## src/rtl/pci_cfg_header_regs.sv

```systemverilog
module pci_cfg_header_regs #(
  parameter int          ADDR_W    = 6,
  parameter logic [23:0] CLASS_RST = 24'h048000,
  parameter logic [7:0]  REV_ID    = 8'h00
) (
  input  logic              clk,
  input  logic              rst_n,
  input  logic              cfg_wr,
  input  logic [ADDR_W-1:0] cfg_dw_idx,
  input  logic [3:0]        cfg_be,
  input  logic [31:0]       cfg_wdata,
  output logic [31:0]       cfg_rdata,
  input  logic              ev_serr,
  input  logic              ev_rx_mabort,
  input  logic              ev_rx_tabort,
  input  logic              ev_sig_tabort,
  input  logic              ev_perr,
  input  logic              setup_locked,
  input  logic              cap_66mhz,
  output logic [15:0]       cmd_out
);

  localparam logic [15:0]       CMD_RW  = 16'h0356;
  localparam logic [ADDR_W-1:0] IDX_CMD = ADDR_W'(1);
  localparam logic [ADDR_W-1:0] IDX_CC  = ADDR_W'(2);
  localparam logic [ADDR_W-1:0] IDX_LAT = ADDR_W'(3);

  logic [15:0] cmd_q;
  logic [4:0]  flags_q;
  logic [23:0] class_q;
  logic [15:0] lat_q;

  wire wr_cmd = cfg_wr && (cfg_dw_idx == IDX_CMD);
  wire wr_cc  = cfg_wr && (cfg_dw_idx == IDX_CC);
  wire wr_lat = cfg_wr && (cfg_dw_idx == IDX_LAT);

  wire [4:0] ev_vec = {ev_serr, ev_rx_mabort, ev_rx_tabort, ev_sig_tabort, ev_perr};
  wire [4:0] clr_vec = (wr_cmd && cfg_be[3]) ?
      {cfg_wdata[30], cfg_wdata[29], cfg_wdata[28], cfg_wdata[27], cfg_wdata[24]} : 5'b0;

  wire [15:0] status = {1'b0, flags_q[4:1], 2'b01, flags_q[0],
                        1'b1, 1'b0, cap_66mhz, 1'b1, 4'b0000};

  always_ff @(posedge clk or negedge rst_n) begin
    if (!rst_n) begin
      cmd_q   <= '0;
      flags_q <= '0;
      class_q <= CLASS_RST;
      lat_q   <= '0;
    end else begin
      flags_q <= (flags_q & ~clr_vec) | ev_vec;
      for (int b = 0; b < 2; b++) begin
        if (wr_cmd && cfg_be[b]) cmd_q[b*8 +: 8] <= cfg_wdata[b*8 +: 8] & CMD_RW[b*8 +: 8];
        if (wr_lat && cfg_be[b]) lat_q[b*8 +: 8] <= cfg_wdata[b*8 +: 8];
      end
      for (int b = 1; b < 4; b++) begin
        if (wr_cc && !setup_locked && cfg_be[b])
          class_q[(b-1)*8 +: 8] <= cfg_wdata[b*8 +: 8];
      end
    end
  end

  always_comb begin
    case (cfg_dw_idx)
      IDX_CMD: cfg_rdata = {status, cmd_q};
      IDX_CC:  cfg_rdata = {class_q, REV_ID};
      IDX_LAT: cfg_rdata = {16'h0000, lat_q};
      default: cfg_rdata = 32'h0;
    endcase
  end

  assign cmd_out = cmd_q;

  assert_event_sets_flag_R4: assert property (@(posedge clk) disable iff (!rst_n)
    ev_serr |=> flags_q[4]);

  assert_set_beats_clear_R6: assert property (@(posedge clk) disable iff (!rst_n)
    (ev_perr && wr_cmd && cfg_be[3] && cfg_wdata[24]) |=> cfg_rdata[24] || cfg_dw_idx != IDX_CMD);

  assert_w1c_clears_R5: assert property (@(posedge clk) disable iff (!rst_n)
    (wr_cmd && cfg_be[3] && cfg_wdata[30] && !ev_serr) |=> !flags_q[4]);

  assert_class_frozen_R8: assert property (@(posedge clk) disable iff (!rst_n)
    setup_locked |=> class_q == $past(class_q));

  assert_unimpl_write_inert_R11: assert property (@(posedge clk) disable iff (!rst_n)
    (cfg_wr && cfg_dw_idx != IDX_CMD && cfg_dw_idx != IDX_CC && cfg_dw_idx != IDX_LAT)
      |=> $stable(cmd_q) && $stable(class_q) && $stable(lat_q));

  assert_cmd_ro_zero_R3: assert property (@(posedge clk) disable iff (!rst_n)
    (cmd_out & ~CMD_RW) == 16'h0);

endmodule

```

## config.mk

```make
export PLATFORM = sky130hd
export DESIGN_NAME = pci_cfg_header_regs
export DESIGN_NICKNAME = d
export VERILOG_FILES = /design/src/rtl/pci_cfg_header_regs.sv
export SDC_FILE = /design/constraint.sdc
export NUM_CORES = 1
export LEC_CHECK = 0
export BUFFER_PORTS_ARGS = -buffer_cell sky130_fd_sc_hd__buf_2
export CAP_MARGIN = 30
export CORE_UTILIZATION = 35
export CTS_BUF_LIST = sky130_fd_sc_hd__clkbuf_4 sky130_fd_sc_hd__clkbuf_8 sky130_fd_sc_hd__clkbuf_16
export CTS_CLUSTER_DIAMETER = 50
export DETAILED_ROUTE_END_ITERATION = 10
export GPL_TIMING_DRIVEN = 0
export HOLD_SLACK_MARGIN = 0.05
export SETUP_SLACK_MARGIN = 0.3
export SLEW_MARGIN = 10
export SYNTH_ARGS = -nofsm -noshare
export SYNTH_HDL_FRONTEND = slang
export SYNTH_SLANG_ARGS = --single-unit
```

## constraint.sdc

```tcl
create_clock -name clk -period 5.2 [get_ports clk]
set_clock_uncertainty 0.05 [all_clocks]
set_input_delay 1.56 -clock clk [delete_from_list [all_inputs] [get_ports clk]]
set_output_delay 1.56 -clock clk [all_outputs]
set_load 0.01 [all_outputs]
```

After elaboration in Yosys (flattened, before gate mapping)
Index checks and enable logic that the tools add are counted.

Equality and inequality tests: 3. Muxes and demuxes: 2. Bitwise operators: 3. Reduce and logical (&&, ||, !) cells: 13.

Operators by type and width (count): case mux 32 bit (3 select lines) (1); == test 6 x 2 -> 1 bit, second input constant (2); logical AND 1 bit (12); == test 6 x 1 -> 1 bit, second input constant (1); AND 5 bit (1); 2-to-1 mux 5 bit (1); inverter 5 bit (1); bitwise OR 5 bit (1); zero test 1 bit (1).

Register bits after elaboration: 51. Output and inout bits: 48. Word-level logic and storage cells: 29.

Depth between registers and ports, before layout
Word-level depth: 7. Gate-level depth with buffers: 5. Gate-level depth less buffers: 3.

Least setup slack after synthesis
Ideal clock, no wire load.

Path type: input port to output port. From: in cfg_dw_idx[5]. To: out cfg_rdata[16]. Arrival time: 2.966 ns. Required time: 3.590 ns. Slack: 0.624 ns. Stages on the path: 5. Path buffers: 2. Cell sequence: or4_1 buf_2 nor3b_2 buf_1 and2_1.

Longest elaborated chain between the ends: 2.

RTL lines: start, declared (line 9) `input logic [ADDR_W-1:0] cfg_dw_idx,`; == test 6 x 2 -> 1 bit or == test 6 x 1 -> 1 bit (tied branches) (line 64) `case (cfg_dw_idx)`; case mux 32 bit (3 select lines) (*) (line 64); end, declared (line 12) `output logic [31:0] cfg_rdata,`.

Mark *: on every way between the ends. The rest lies on a longest branch, timed or not.

Final worst setup path
From: in cfg_dw_idx[5]. To: out cfg_rdata[13].

Same word-level chain as after synthesis.

==> key figures <==
Clock network
  – Clk slew on worst S/H paths: 90 ps
  – Clk_lat worst skew: 300 ps
  – Total CTS buffers: 5
  – Hold_buf cts: 0
  – Root Buffer: clkbuf_8
  – Htree depth: 2
  – CTS Sinks: 51
  – CTS tree: done
  – Clk buf depth: 2

Placed design
  – GPL Wtd Cong: 0.765
  – PortBufs: 89
  – Placed cell area: 3010 um^2
  – Final HPWL from detailed placement: 3960 um

Final layout
  – Nets@finish: 339
  – Synthesis-to-finish area growth: 30.7%
  – Layout Utilization: 48.5%
  – Final Instance Area: 3150 um^2
  – N_diodes: 0
  – Share of cells above drive strength 1: 59.7%
  – Commonest non-fill, non-tap cell in the layout: buf_2
  – Commonest non-fill, non-tap cells in the layout: 91 x buf_2, 49 x dfrtp_1, 38 x mux2_2

Power and ir drop
  – PwrDens: 244 nW/um^2
  – P_leak: 1.74 nW
  – Peak VDD IR: 0.0912 mV

Worst setup path
  – Setup CP Type: in -> out
  – CP startpoint kind: input port
  – Worst EP arrival: 3160 ps
  – Setup crit end kind: primary output
  – Worst Path Max Fanout: 10
  – Worst path required time: 3590 ps

Routing
  – DRT iter0 DRCs: 58
  – Vias per inst: 4.78
  – Detailed-route wire length: 5210 um
  – Antenna-violating nets left: 0
  – DR WL/cell: 14.3 um
  – DRC: 0
  – Via Count: 1,746
  – First-pass detailed-route iteration total: 3

STA
  – RSZ-0062 raised after global routing: false
  – Slew headroom: 43.5%
  – Count of final hold-check violations: 0
  – Final period util: 91.7%
  – Worst-margin pin slew: 836 ps
  – Setup violations, final: 0
  – Slew Limit Fails: 0
  – Fin crit period: 4770 ps
  – FMAX: 0.210 GHz
  – Setup TNS Final: 0 ps

GRT
  – First-pass GRT wire length: 8570 um
  – Antenna violations before repair: 0
  – Gr usage total: 15.3%
  – Vias in the first global route: 1,710
  – Pin count of the biggest net entering global routing: 30
  – Global route overflow: 0

Yosys
  – Ys Warns: 0
  – Synth cell types: 28
  – Synth Area per Inst: 13.5 um^2
  – Post-synthesis sequential area ratio: 53.0%
  – Synth Cell Area: 2410 um^2
  – Synthesized flop and latch total: 51
  – Gate Count Post-Synth: 179

Die
  – Ports: 100
  – Die width: 85 um
  – Die area: 7230 um^2
  – Die Ht: 85 um
  – Core area: 6490 um^2
  – # rows: 29
  – Initial Utilization: 37.1%

Run status
  – Status: finished, final reports clean

Min path
  – Worst min-delay path category: reg -> reg

Run
  – Maximum capacitance violations: 0
cells in the mapped netlist:
| library cell | n | share of area, % |
|---|---|---|
| or4_1 | 1 | 0.31 |
| a221o_1 | 2 | 0.83 |
| dfrtp_1 | 49 | 51 |
| buf_4 | 10 | 3.1 |
| nand2b_1 | 1 | 0.26 |
| and4b_1 | 1 | 0.42 |
| and3_1 | 1 | 0.26 |
| nor4_2 | 1 | 0.52 |
| buf_6 | 1 | 0.47 |
| nor3b_2 | 1 | 0.52 |
| buf_1 | 1 | 0.16 |
| buf_2 | 3 | 0.62 |
| nand3_2 | 4 | 1.7 |
| conb_1 | 1 | 0.16 |
| nand2_1 | 3 | 0.47 |
| a21o_1 | 8 | 2.5 |
| and2_1 | 11 | 2.9 |
| mux2_4 | 8 | 5.0 |
| nor4bb_1 | 1 | 0.42 |
| or3_1 | 1 | 0.26 |
| dfstp_2 | 2 | 2.2 |
| nor2_1 | 2 | 0.31 |
| a22o_1 | 16 | 5.8 |
| inv_1 | 2 | 0.31 |
| nand3_1 | 5 | 1.0 |
| clkbuf_1 | 1 | 0.16 |
| nor3_1 | 4 | 0.83 |
| mux2_2 | 38 | 18 |
stage by stage:
stage	hold WS, ps	instances	total power [mW]	setup WS (ps)
finish	434	365	0.769	430
global route	461	365	0.807	348
CTS	438	364	0.779	294
detailed placement	416	356	0.524	63.6
global placement	410	354	0.519	83.4
floorplan	400	188	0.478	624
what timing repair did:
| item | CTS | global route |
|---|---|---|
| gates resized for setup | 7 | 2 |
| hold endpoints to repair | 0 | 0 |
| pin swaps | 0 | 1 |
| setup buffers | 0 | 1 |
| endpoints found under the setup margin | 28 | 21 |
routing by layer:
layer | wire length, um | track usage (%) | part of all wire (%)
met3 | 277 | 3.11 | 5.3
met4 | 67 | 4.62 | 1.3
met5 | 0 | 0 | 0
met1 | 2500 | 21.2 | 48
met2 | 2370 | 24.2 | 45
critical path, stage by stage:
cell and delay, ps:
buf_2 110, or4_1 500, buf_2 200, nor2_4 220
buf_2 260, a22o_1 180, buf_2 130
report_power, final:
part           internal (mW)  total, mW  switching [mW]
logic                 0.0470     0.0842          0.0372
clock network          0.127      0.253           0.127
registers              0.420      0.432          0.0119
total                  0.594      0.769           0.176
worst paths after layout:
kind | endpoint | depth (start not counted) | slack, ps | from
setup / recovery | cfg_rdata[13] | 7 | 430 | cfg_dw_idx[5]
setup reg to reg | cmd_out[2] | 1 | 4370 | cmd_out[2]
min in group asynchronous | class_q[6] | 1 | 1190 | rst_n
max in group asynchronous | class_q[15] | 2 | 3280 | rst_n
hold / removal | flags_q[2] | 1 | 430 | flags_q[2]
hold reg to reg | flags_q[2] | 1 | 430 | flags_q[2]
sequential cells by signal, summed over array words and instances, names as in the netlist:
register / flops
class_q: 24
cmd_out: 6
flags_q: 5
lat_q: 16
cells by family after synthesis:
| logic type | after synthesis | synth area share (%) |
|---|---|---|
| simple gates | 37 | 10.1 |
| flops | 51 | 53.0 |
| compound gates | 26 | 9.13 |
| mux | 46 | 22.7 |
| buf+inv | 18 | 4.83 |
| other cells | 1 | 0.156 |
area by class of cell:
cell class / count / area [um^2]
fillers: 614 / 3340
inverters: 2 / 7.51
multi-input cells: 119 / 1070
repair buffers: 92 / 480
plain buffers: 16 / 119
flip-flops and latches: 51 / 1280
clock buffers: 8 / 104
well taps: 77 / 96.3
Note: power is estimated with default switching activity, not from simulation.
